[src/rtl/fault_pkg.sv]
// Shared encodings for the fault escalation unit.
// Assumes cause codes are {category, index} with three valid categories.
package fault_pkg;
    localparam int MAXBITS  = 6;
    localparam int MEM_BITS = 5;
    localparam int BUS_BITS = 6;
    localparam int USE_BITS = 6;

    localparam logic [1:0] CAT_MEM = 2'd0;
    localparam logic [1:0] CAT_BUS = 2'd1;
    localparam logic [1:0] CAT_USE = 2'd2;

    typedef enum logic [2:0] {
        HND_NONE  = 3'd0,
        HND_MEM   = 3'd1,
        HND_BUS   = 3'd2,
        HND_USE   = 3'd3,
        HND_HARD  = 3'd4
    } handler_e;
endpackage

[src/rtl/fault_cause_decode.sv]
// Splits a cause code into category and a one-hot status bit.
// Assumes nothing about timing: purely combinational.
module fault_cause_decode
    import fault_pkg::*;
(
    input  logic [4:0]         cause,
    output logic               ok,
    output logic [1:0]         cat,
    output logic [MAXBITS-1:0] onehot
);
    logic [2:0] idx;

    // Validate the index against the width of its category and form the bit.
    always_comb begin
        cat = cause[4:3];
        idx = cause[2:0];
        case (cat)
            CAT_MEM: ok = (32'(idx) < MEM_BITS);
            CAT_BUS: ok = (32'(idx) < BUS_BITS);
            CAT_USE: ok = (32'(idx) < USE_BITS);
            default: ok = 1'b0;
        endcase
        onehot = ok ? (MAXBITS'(1) << idx) : '0;
    end
endmodule

[src/rtl/fault_escalate.sv]
// Chooses the handler for a fault: its own handler when enabled and
// strictly more urgent than the current level, hard fault otherwise.
// Assumes a smaller priority number is more urgent.
module fault_escalate
    import fault_pkg::*;
#(
    parameter int PW = 3
) (
    input  logic [1:0]      cat,
    input  logic [PW:0]     cur_pri,
    input  logic [2:0]      en,
    input  logic [PW-1:0]   pri_mem,
    input  logic [PW-1:0]   pri_bus,
    input  logic [PW-1:0]   pri_use,
    output handler_e        hnd,
    output logic            esc
);
    logic [PW-1:0] fpri;
    logic          fen;
    handler_e      own;
    logic          wins;

    // Select the category's priority and enable, then compare.
    always_comb begin
        case (cat)
            CAT_MEM: begin fpri = pri_mem; fen = en[0]; own = HND_MEM; end
            CAT_BUS: begin fpri = pri_bus; fen = en[1]; own = HND_BUS; end
            CAT_USE: begin fpri = pri_use; fen = en[2]; own = HND_USE; end
            default: begin fpri = '0;      fen = 1'b0;  own = HND_NONE; end
        endcase
        wins = fen && ({1'b0, fpri} < cur_pri);
        hnd  = wins ? own : HND_HARD;
        esc  = !wins;
    end
endmodule

[src/rtl/fault_status_reg.sv]
// One sticky status register with write-one-to-clear access.
// Assumes a set and a clear of the same bit in one cycle leaves it set.
module fault_status_reg #(
    parameter int         W   = 6,
    parameter logic [1:0] SEL = 2'd0
) (
    input  logic         clk,
    input  logic         rst_n,
    input  logic [W-1:0] set_vec,
    input  logic         wr_en,
    input  logic [1:0]   wr_sel,
    input  logic [W-1:0] wr_data,
    output logic [W-1:0] q
);
    logic [W-1:0] clr;

    // Build the clear mask for this register only.
    always_comb clr = (wr_en && (wr_sel == SEL)) ? wr_data : '0;

    // Clear first, then set, so a new fault always lands.
    always_ff @(posedge clk) begin
        if (!rst_n) q <= '0;
        else        q <= (q & ~clr) | set_vec;
    end
endmodule

[src/rtl/fault_escalation_unit.sv]
// Top: records fault causes in three sticky registers and issues a
// registered handler request, escalating to hard fault when needed.
// Assumes at most one fault per cycle; request appears one clock later.
module fault_escalation_unit
    import fault_pkg::*;
#(
    parameter int PW = 3
) (
    input  logic                 clk,
    input  logic                 rst_n,
    input  logic                 fault_valid,
    input  logic [4:0]           fault_cause,
    input  logic [PW:0]          cur_pri,
    input  logic [2:0]           hnd_en,
    input  logic [PW-1:0]        pri_mem,
    input  logic [PW-1:0]        pri_bus,
    input  logic [PW-1:0]        pri_use,
    input  logic                 wr_en,
    input  logic [1:0]           wr_sel,
    input  logic [MAXBITS-1:0]   wr_data,
    output logic                 req_valid,
    output logic [2:0]           req_handler,
    output logic                 req_escalated,
    output logic [MEM_BITS-1:0]  mm_status,
    output logic [BUS_BITS-1:0]  bus_status,
    output logic [USE_BITS-1:0]  use_status
);
    logic               dec_ok;
    logic [1:0]         dec_cat;
    logic [MAXBITS-1:0] dec_bit;
    handler_e           sel_hnd;
    logic               sel_esc;
    logic               accept;
    logic [MAXBITS-1:0] set_mem, set_bus, set_use;

    fault_cause_decode u_dec (
        .cause (fault_cause),
        .ok    (dec_ok),
        .cat   (dec_cat),
        .onehot(dec_bit)
    );

    fault_escalate #(.PW(PW)) u_esc (
        .cat    (dec_cat),
        .cur_pri(cur_pri),
        .en     (hnd_en),
        .pri_mem(pri_mem),
        .pri_bus(pri_bus),
        .pri_use(pri_use),
        .hnd    (sel_hnd),
        .esc    (sel_esc)
    );

    // Steer the decoded bit to the register of its category.
    always_comb begin
        accept  = fault_valid && dec_ok;
        set_mem = (accept && dec_cat == CAT_MEM) ? dec_bit : '0;
        set_bus = (accept && dec_cat == CAT_BUS) ? dec_bit : '0;
        set_use = (accept && dec_cat == CAT_USE) ? dec_bit : '0;
    end

    fault_status_reg #(.W(MEM_BITS), .SEL(CAT_MEM)) u_mm (
        .clk(clk), .rst_n(rst_n), .set_vec(set_mem[MEM_BITS-1:0]),
        .wr_en(wr_en), .wr_sel(wr_sel), .wr_data(wr_data[MEM_BITS-1:0]),
        .q(mm_status)
    );

    fault_status_reg #(.W(BUS_BITS), .SEL(CAT_BUS)) u_bus (
        .clk(clk), .rst_n(rst_n), .set_vec(set_bus[BUS_BITS-1:0]),
        .wr_en(wr_en), .wr_sel(wr_sel), .wr_data(wr_data[BUS_BITS-1:0]),
        .q(bus_status)
    );

    fault_status_reg #(.W(USE_BITS), .SEL(CAT_USE)) u_use (
        .clk(clk), .rst_n(rst_n), .set_vec(set_use[USE_BITS-1:0]),
        .wr_en(wr_en), .wr_sel(wr_sel), .wr_data(wr_data[USE_BITS-1:0]),
        .q(use_status)
    );

    // Register the handler decision as a one-cycle request.
    always_ff @(posedge clk) begin
        if (!rst_n) begin
            req_valid     <= 1'b0;
            req_handler   <= HND_NONE;
            req_escalated <= 1'b0;
        end else begin
            req_valid     <= accept;
            req_handler   <= accept ? sel_hnd : HND_NONE;
            req_escalated <= accept && sel_esc;
        end
    end
endmodule

[config.mk]
export PLATFORM = sky130hd
export DESIGN_NAME = fault_escalation_unit
export DESIGN_NICKNAME = d
export VERILOG_FILES = /design/src/rtl/fault_pkg.sv /design/src/rtl/fault_cause_decode.sv /design/src/rtl/fault_escalate.sv /design/src/rtl/fault_status_reg.sv /design/src/rtl/fault_escalation_unit.sv
export SDC_FILE = /design/constraint.sdc
export NUM_CORES = 1
export LEC_CHECK = 0
export BUFFER_PORTS_ARGS = -buffer_cell sky130_fd_sc_hd__buf_4
export CAP_MARGIN = 20
export CORE_MARGIN = 3
export CORE_UTILIZATION = 30
export DETAILED_ROUTE_END_ITERATION = 16
export PLACE_DENSITY_LB_ADDON = 0.3
export SYNTH_ARGS = -nofsm -noshare
export SYNTH_HDL_FRONTEND = slang
export SYNTH_SLANG_ARGS = --single-unit
[constraint.sdc]
create_clock -name clk -period 4.4 [get_ports clk]
set_input_delay 0.88 -clock clk [delete_from_list [all_inputs] [get_ports clk]]
set_output_delay 0.88 -clock clk [all_outputs]
set_load 0.005 [all_outputs]
==> results of run 1 <==
==> metal layers <==
layer  GRT usage  wire length [µm]  vias up
met5           0                 0        -
met4     0.03544                22        0
met3     0.02995               261        2
met2      0.2369              1458       46
met1      0.1472              1274      506
li1            -                 -      560
==> logic make-up after synthesis <==
logic type	Yosys count	share of synthesized area
AOI/OAI and AO/OA	28	0.2137
adders and majority gates	6	0.06608
buffers and inverters	16	0.07378
DFF	22	0.3877
and+or+nand+nor	53	0.2588
==> worst paths after layout <==
| check | from | to | slack, ns | cells after the start |
|---|---|---|---|---|
| setup / recovery | fault_cause[3] | req_handler[0] | 2.08 | 9 |
| hold / removal | u_mm.q[3] | u_mm.q[3] | 0.47 | 2 |
| setup reg to reg | u_bus.q[1] | u_bus.q[1] | 3.65 | 3 |
| hold reg to reg | u_mm.q[3] | u_mm.q[3] | 0.47 | 2 |
==> placed cells by master, fill, tap and decap left out, types with 2 or more instances in the layout <==
cell type / synthesis / final
buf_4: 0 / 54
dfxtp_1: 22 / 22
nand2_1: 21 / 21
a32o_1: 10 / 10
inv_1: 9 / 9
nor2_1: 6 / 6
nand3_1: 6 / 6
ha_1: 6 / 6
a222oi_1: 3 / 3
o21ai_1: 3 / 3
clkbuf_8: 0 / 3
nor4_1: 2 / 2
nor2b_1: 2 / 2
and4_4: 2 / 2
and2b_1: 2 / 2
nor3_1: 2 / 2
a21oi_1: 2 / 2
a41o_1: 2 / 2
==> critical path, delay by kind of cell <==
family / cells / cell delay, ns
simple gates: 2 / 0.31
buf+inv: 2 / 0.14
compound gates: 3 / 0.56
fa+ha+maj: 2 / 0.58
==> power groups by stage <==
stage                     clock, W  sequential, W  combinational [W]
after floorplan                  0       0.000207          0.0000357
after global placement           0       0.000207          0.0000693
after detailed placement         0       0.000207          0.0000711
after CTS                 0.000121       0.000202          0.0000715
after global routing      0.000128       0.000202          0.0000782
final                     0.000117       0.000202          0.0000712
==> registers in the layout, indices dropped and copies added, names as in the netlist <==
register	flops
u_bus.q	6
u_use.q	6
u_mm.q	5
req_handler	3
req_escalated	1
req_valid	1
==> cell type report <==
cell class / instances / area, µm² / share of cell area
Tap cell: 46 / 57.56 / 0.03619
Multi-Input combinational cell: 87 / 611.8 / 0.3847
Clock buffer: 3 / 41.29 / 0.02596
Timing Repair Buffer: 54 / 405.4 / 0.2549
Sequential cell: 22 / 440.4 / 0.2769
Inverter: 9 / 33.78 / 0.02124
==> through the flow <==
stage	utilization	area, µm²
6_report	0.4551	1590
4_1_cts	0.4551	1590
3_5_place_dp	0.4433	1549
5_1_grt	0.4551	1590
3_3_place_gp	0.4433	1549
2_1_floorplan	-	1136
==> PnR_summary.wiki, run 1 <==
{| class="wikitable"
! Metric !! Value
|-
| Data required time of the critical path || 4.56 ns
|-
| Total vias in the final route || 1114
|-
| First-pass GRT wire length || 4.533 mm
|-
| Setup Buffers After CTS || 0
|-
| Final worst clock skew || 0 ns
|-
| Post_cts resized || 0
|-
| # setup viols final || 0
|-
| Total wirelength of the detailed-routed design || about 3 mm
|-
| Power per Cell Area || between 200 and 250 nW/µm²
|-
| Overall Power || 0.0003901 W
|-
| Crit-path most repeated cell || ha_1
|-
| Worst slack on hold paths || 0.4697 ns
|-
| Cell count after synthesis || 125
|-
| Cell taking the most area after synthesis || dfxtp_1
|-
| Maxcap violations || 0
|-
| Synth top area cells || dfxtp_1 (39%), a32o_1 (8.8%), nand2_1 (6.9%), ha_1 (6.6%), inv_1 (3.0%)
|-
| CTS tree || yes
|-
| Inserted Clock Buffers || 3
|-
| List of cells traversed by the critical path || buf_4 -> inv_1 -> ha_1 -> a222oi_1 -> nor2_1 -> ha_1 -> o211ai_1 -> o21ai_1 -> nor4_1
|-
| Mean cell area of the mapped netlist || 9.089 µm²
|-
| Static Leak || roughly 0.74 nW
|-
| GRT overflow || 0
|-
| DIE HEIGHT || 67.54 µm
|-
| Routability cong. || 0.8053
|-
| Dominant cell by count in the synthesized netlist || dfxtp_1
|-
| Most used standard cells in the synthesized netlist || dfxtp_1 (22), nand2_1 (21), a32o_1 (10)
|-
| Classification of the worst setup path || in -> reg
|-
| Cell at the root of the clock tree || clkbuf_8
|-
| Number of diodes || 0
|-
| Detail Route Antenna Nets || 0
|-
| Net switching share of the total power || 0.2373
|-
| Dominant register cell in the synthesized netlist || dfxtp_1
|-
| Fraction of final layout cells sized beyond drive strength 1 || 0.3714
|-
| Setup slack after placement || 1.797 ns
|-
| Kind of path behind the tightest hold check || reg -> reg
|-
| Final routed DRC violation total || 0
|-
| Share of synthesized registers carrying an async set or reset || 0
|-
| Source-to-sink clock delay at the later pin of the worst-skew pair || 0.25 ns
|-
| Cell Count, Final, Fillers Out || roughly 220
|-
| DIE WIDTH || slightly below 70 µm
|-
| Final routed wire length divided by cell count || 13.64 µm
|-
| Number of buffers inserted by port buffering || 54
|-
| Yosys warns || 0
|-
| Fin crit share || 0.5280
|-
| Count of pins over their slew limit || 0
|-
| Starting utilization of the core area || 0.3251
|-
| Crit path max fanout || 8
|-
| Critical Path Max Stage Delay || around 0.30 ns
|-
| H-tree depth || 1
|-
| Net count, final || 216
|-
| Number of antenna violations at the first check in global routing || 0
|-
| Final period demand of the worst path || 2.323 ns
|-
| Placed Cells || roughly 220
|-
| Std cell rows || 21
|-
| Fill cells || about 340
|-
| Unrepaired setup endpoints after global routing || false
|-
| Worst setup margin || 2.077 ns
|-
| # IOs || 55
|-
| Global router's overall resource usage || 0.1290
|-
| Critical path capture point type || register
|-
| CP max stage cell || ha_1
|-
| Area Growth Syn to Fin || 39.98%
|-
| Switch Pwr || 0.00009257 W
|-
| HPWL after detailed placement || roughly 2.4 mm
|-
| Share of total power in the clock network || 0.300
|-
| Hold bufs inserted after CTS || 0
|-
| Library cells used by synthesis || 38
|-
| FF+latch count, synth || 22
|-
| Share of total power in sequential cells || 0.518
|-
| CTS Buffer Depth || 2
|-
| Maximum number of pins on one net before global-route repair || 22
|-
| Clock transition at the registers of the reported paths || 0.07 ns
|-
| Area fraction of the dominant cell type after synthesis || 0.3877
|-
| Iteration-0 DRC Markers || 53
|-
| Combinational share of power || 0.182
|-
| Final total negative setup slack || 0 ns
|-
| Clock sink count || 22
|-
| Via count of the first global-routing pass || 1048
|-
| Internal power contribution || 0.0002976 W
|-
| Largest voltage drop on the vdd net || 0.00008858 V
|-
| Area enclosed by the die boundary || 4562 µm²
|-
| Ratio of routed vias to standard cells || 5.041
|-
| Transition time at the pin with the least slew margin || ~0.64 ns
|-
| Number of enable flip-flop cells after synthesis || 0
|-
| Post-synthesis net count || 164
|-
| Post-synthesis instance area || 1136 µm²
|-
| Placeable core region || 3495 µm²
|-
| Critical path launch point type || input pin
|-
| Sequential element share of the synthesized area || 0.3877
|-
| Hold Violations, Final || 0
|-
| Status || completed
|-
| Maximum frequency from static timing analysis || about 0.43 GHz
|-
| Data arrival time of the worst path || 2.48 ns
|-
| First-pass DRT Iterations || 4
|-
| Worst-case headroom to the max-slew limit || 0.5694
|}
No activity file was read; power rests on OpenSTA's default activity.
==> inputs of run 2 (changes only) <==
==> constraint.sdc (replaced) <==
create_clock -name clk -period 2.4 [get_ports clk]
set_input_delay 0.48 -clock clk [delete_from_list [all_inputs] [get_ports clk]]
set_output_delay 0.48 -clock clk [all_outputs]
set_load 0.005 [all_outputs]
==> run 2 against run 1 <==
- clock-buffer cell count unchanged
- sequential power up 83%
- critical path depth unchanged
- total power up 84%
- clock power up 84%
- first-iteration DRC count down 23%
- highest routed layer unchanged
- combinational power up 84%
- cell count unchanged
- global-route usage up 0.28 points
==> PnR_summary.wiki, run 2 (synthesized netlist as in run 1, its figures left out) <==
{| class="wikitable"
! Metric !! Value
|-
| Status || completed (unchanged)
|-
| CTS tree || yes (unchanged)
|-
| Met1 wire length || 1.309 mm (was 1.274 mm)
|-
| Cell at the root of the clock tree || clkbuf_8 (unchanged)
|-
| Top layer used by detailed routing || met4 (unchanged)
|-
| Critical Path Max Stage Delay || 0.30 ns (about the same)
|-
| Source of the worst register-to-register timing path || u_bus.q[1] (unchanged)
|-
| Sum of met3 wire segment lengths after detailed routing || 246 µm (was 261 µm)
|-
| Worst-case headroom to the max-slew limit || 0.5853 (was 0.5694)
|-
| Beginning of the worst hold path || u_mm.q[0] (was u_mm.q[3])
|-
| Placed Cells || 218 (unchanged)
|-
| # IOs || 55 (unchanged)
|-
| Placeable core region || 3495 µm² (unchanged)
|-
| Fill cells || 357 (was 344)
|-
| Routability cong. || 0.8048 (was 0.8053)
|-
| Clock sink count || 22 (unchanged)
|-
| Via count of the first global-routing pass || 1046 (was 1048)
|-
| Total wirelength of the detailed-routed design || 3.024 mm (was 3.015 mm)
|-
| Std cell rows || 21 (unchanged)
|-
| Maxcap violations || 0 (unchanged)
|-
| CTS Buffer Depth || 2 (unchanged)
|-
| Source-to-sink clock delay at the later pin of the worst-skew pair || 0.25 ns (about the same)
|-
| Most frequent standard cell in the layout excluding fill and tap cells || buf_4 (unchanged)
|-
| Setup Buffers After CTS || 0 (unchanged)
|-
| Data required time of the critical path || 2.56 ns (was 4.56 ns)
|-
| Crit path max fanout || 8 (unchanged)
|-
| Data arrival time of the worst path || 2.09 ns (was 2.48 ns)
|-
| Kind of path behind the tightest hold check || reg -> reg (unchanged)
|-
| Number of buffers and inverters on the critical path || 2 (unchanged)
|-
| Power per Cell Area || 450.2 nW/µm² (was 245.3 nW/µm²)
|-
| Area enclosed by the die boundary || 4562 µm² (unchanged)
|-
| Crit-path most repeated cell || ha_1 (unchanged)
|-
| Final period demand of the worst path || 1.926 ns
|-
| First-pass GRT wire length || 4.588 mm (was 4.533 mm)
|-
| Family with the most delay on the worst path || adder cells (unchanged)
|-
| Largest voltage drop on the vdd net || 0.0001572 V (was 0.00008858 V)
|-
| Unrepaired setup endpoints after global routing || false (unchanged)
|-
| Hold bufs inserted after CTS || 0 (unchanged)
|-
| First-pass DRT Iterations || 4 (unchanged)
|-
| Critical path launch point type || input pin (unchanged)
|-
| Number of antenna violations at the first check in global routing || 0 (unchanged)
|-
| Multi-input combinational cell area || 611.8 µm² (unchanged)
|-
| Global router's overall resource usage || 0.1318 (was 0.1290)
|-
| Detail Route Antenna Nets || 0 (unchanged)
|-
| List of cells traversed by the critical path || buf_4 -> inv_1 -> ha_1 -> a222oi_1 -> nor2_1 -> ha_1 -> o211ai_1 -> o21ai_1 -> nor4_1 (unchanged)
|-
| Classification of the worst setup path || in -> reg (unchanged)
|-
| Maximum number of pins on one net before global-route repair || 22 (unchanged)
|-
| Hold Violations, Final || 0 (unchanged)
|-
| Final routed wire length divided by cell count || 13.68 µm (was 13.64 µm)
|-
| Starting utilization of the core area || 0.3251 (unchanged)
|-
| Final worst clock skew || 0 ns (unchanged)
|-
| Worst Setup SP || fault_cause[3] (unchanged)
|-
| # setup viols final || 0 (unchanged)
|-
| Inserted Clock Buffers || 3 (unchanged)
|-
| Final total negative setup slack || 0 ns (unchanged)
|-
| Maximum frequency from static timing analysis || roughly 0.52 GHz
|-
| CP max stage cell || ha_1 (unchanged)
|-
| Clock transition at the registers of the reported paths || 0.07 ns (about the same)
|-
| GRT overflow || 0 (unchanged)
|-
| Ratio of routed vias to standard cells || 5.068 (was 5.041)
|-
| Count of pins over their slew limit || 0 (unchanged)
|-
| Static Leak || 0.7366 nW (unchanged)
|-
| Area of placed instances || 1549 µm² (unchanged)
|-
| Registers with the highest flip-flop counts || u_bus.q: 6 flops, u_use.q: 6 flops, u_mm.q: 5 flops (unchanged)
|-
| DIE WIDTH || 67.54 µm (unchanged)
|-
| Cell Count, Final, Fillers Out || 221 (unchanged)
|-
| Net count, final || 216 (unchanged)
|-
| Number of buffers inserted by port buffering || 54 (unchanged)
|-
| Total vias in the final route || 1120 (was 1114)
|-
| Detailed route wirelength on metal2 || 1.436 mm (was 1.458 mm)
|-
| Number of diodes || 0 (unchanged)
|-
| HPWL after detailed placement || 2.406 mm (was 2.399 mm)
|-
| Fraction of final layout cells sized beyond drive strength 1 || 0.3714 (unchanged)
|-
| Fin crit share || 0.8027
|-
| Critical path capture point type || register (unchanged)
|-
| DIE HEIGHT || 67.54 µm (unchanged)
|-
| Transition time at the pin with the least slew margin || 0.6208 ns (was 0.6445 ns)
|-
| Most frequent cells in the layout || buf_4 (54), dfxtp_1 (22), nand2_1 (21) (unchanged)
|-
| Area Growth Syn to Fin || 39.98% (unchanged)
|-
| Summed area of non-filler cells in the final layout || 1590 µm² (unchanged)
|-
| Final routed DRC violation total || 0 (unchanged)
|-
| H-tree depth || 1 (unchanged)
|-
| Post_cts resized || 0 (unchanged)
|-
| Iteration-0 DRC Markers || 41 (was 53)
|-
| Area taken by flip-flops and latches || 440.4 µm² (unchanged)
|}
## run 2: cell counts in the layout (fill, tap and decap cells not counted)
No cell type changed its count.
## run 2: final cells by class
| class | count | area share |
|---|---|---|
| Inverter | 9 | 0.02124 |
| Tap cell | 46 | 0.03619 |
| Sequential cell | 22 | 0.2769 |
| Multi-Input combinational cell | 87 | 0.3847 |
| Clock buffer | 3 | 0.02596 |
| Timing Repair Buffer | 54 | 0.2549 |
## run 2: worst paths after layout
path | to | slack (ns) | cells after the start
worst min-delay path | u_mm.q[0] | 0.47 | 2
worst min register to register | u_mm.q[0] | 0.47 | 2
worst max register to register | u_bus.q[1] | 1.65 | 3
worst max-delay path | req_handler[0] | 0.47 | 9
## run 2: report_power, final
part / leakage [nW] / internal [W] / switching [W]
Combinational: 0.537 / 0.0000650 / 0.0000655
Clock: 0.0216 / 0.000111 / 0.000104
Sequential: 0.178 / 0.000369 / 0.00000138
## run 2: routing by layer
metal	global-route usage	vias up
li1	-	562
met1	0.1512	513
met2	0.2345	43
met3	0.03161	2
met4	0.04810	0
met5	0	-
## run 2: worst register-to-register path: stages (launching register included)
cell and delay, ns:
dfxtp_1 0.33, nand2_1 0.06, a21oi_1 0.05, a41o_1 0.21
## run 2: per-stage QoR
stage | power (W) | utilization | hold slack, ns | worst slack, ns
after floorplan | 0.0004446 | - | 0.4529 | 0.4642
after global placement | 0.0005056 | 0.4433 | 0.4551 | 0.2816
after detailed placement | 0.0005090 | 0.4433 | 0.4609 | 0.1944
after CTS | 0.0007241 | 0.4551 | 0.4706 | 0.4513
after global routing | 0.0007494 | 0.4551 | 0.4988 | 0.3432
final | 0.0007160 | 0.4551 | 0.4686 | 0.4736
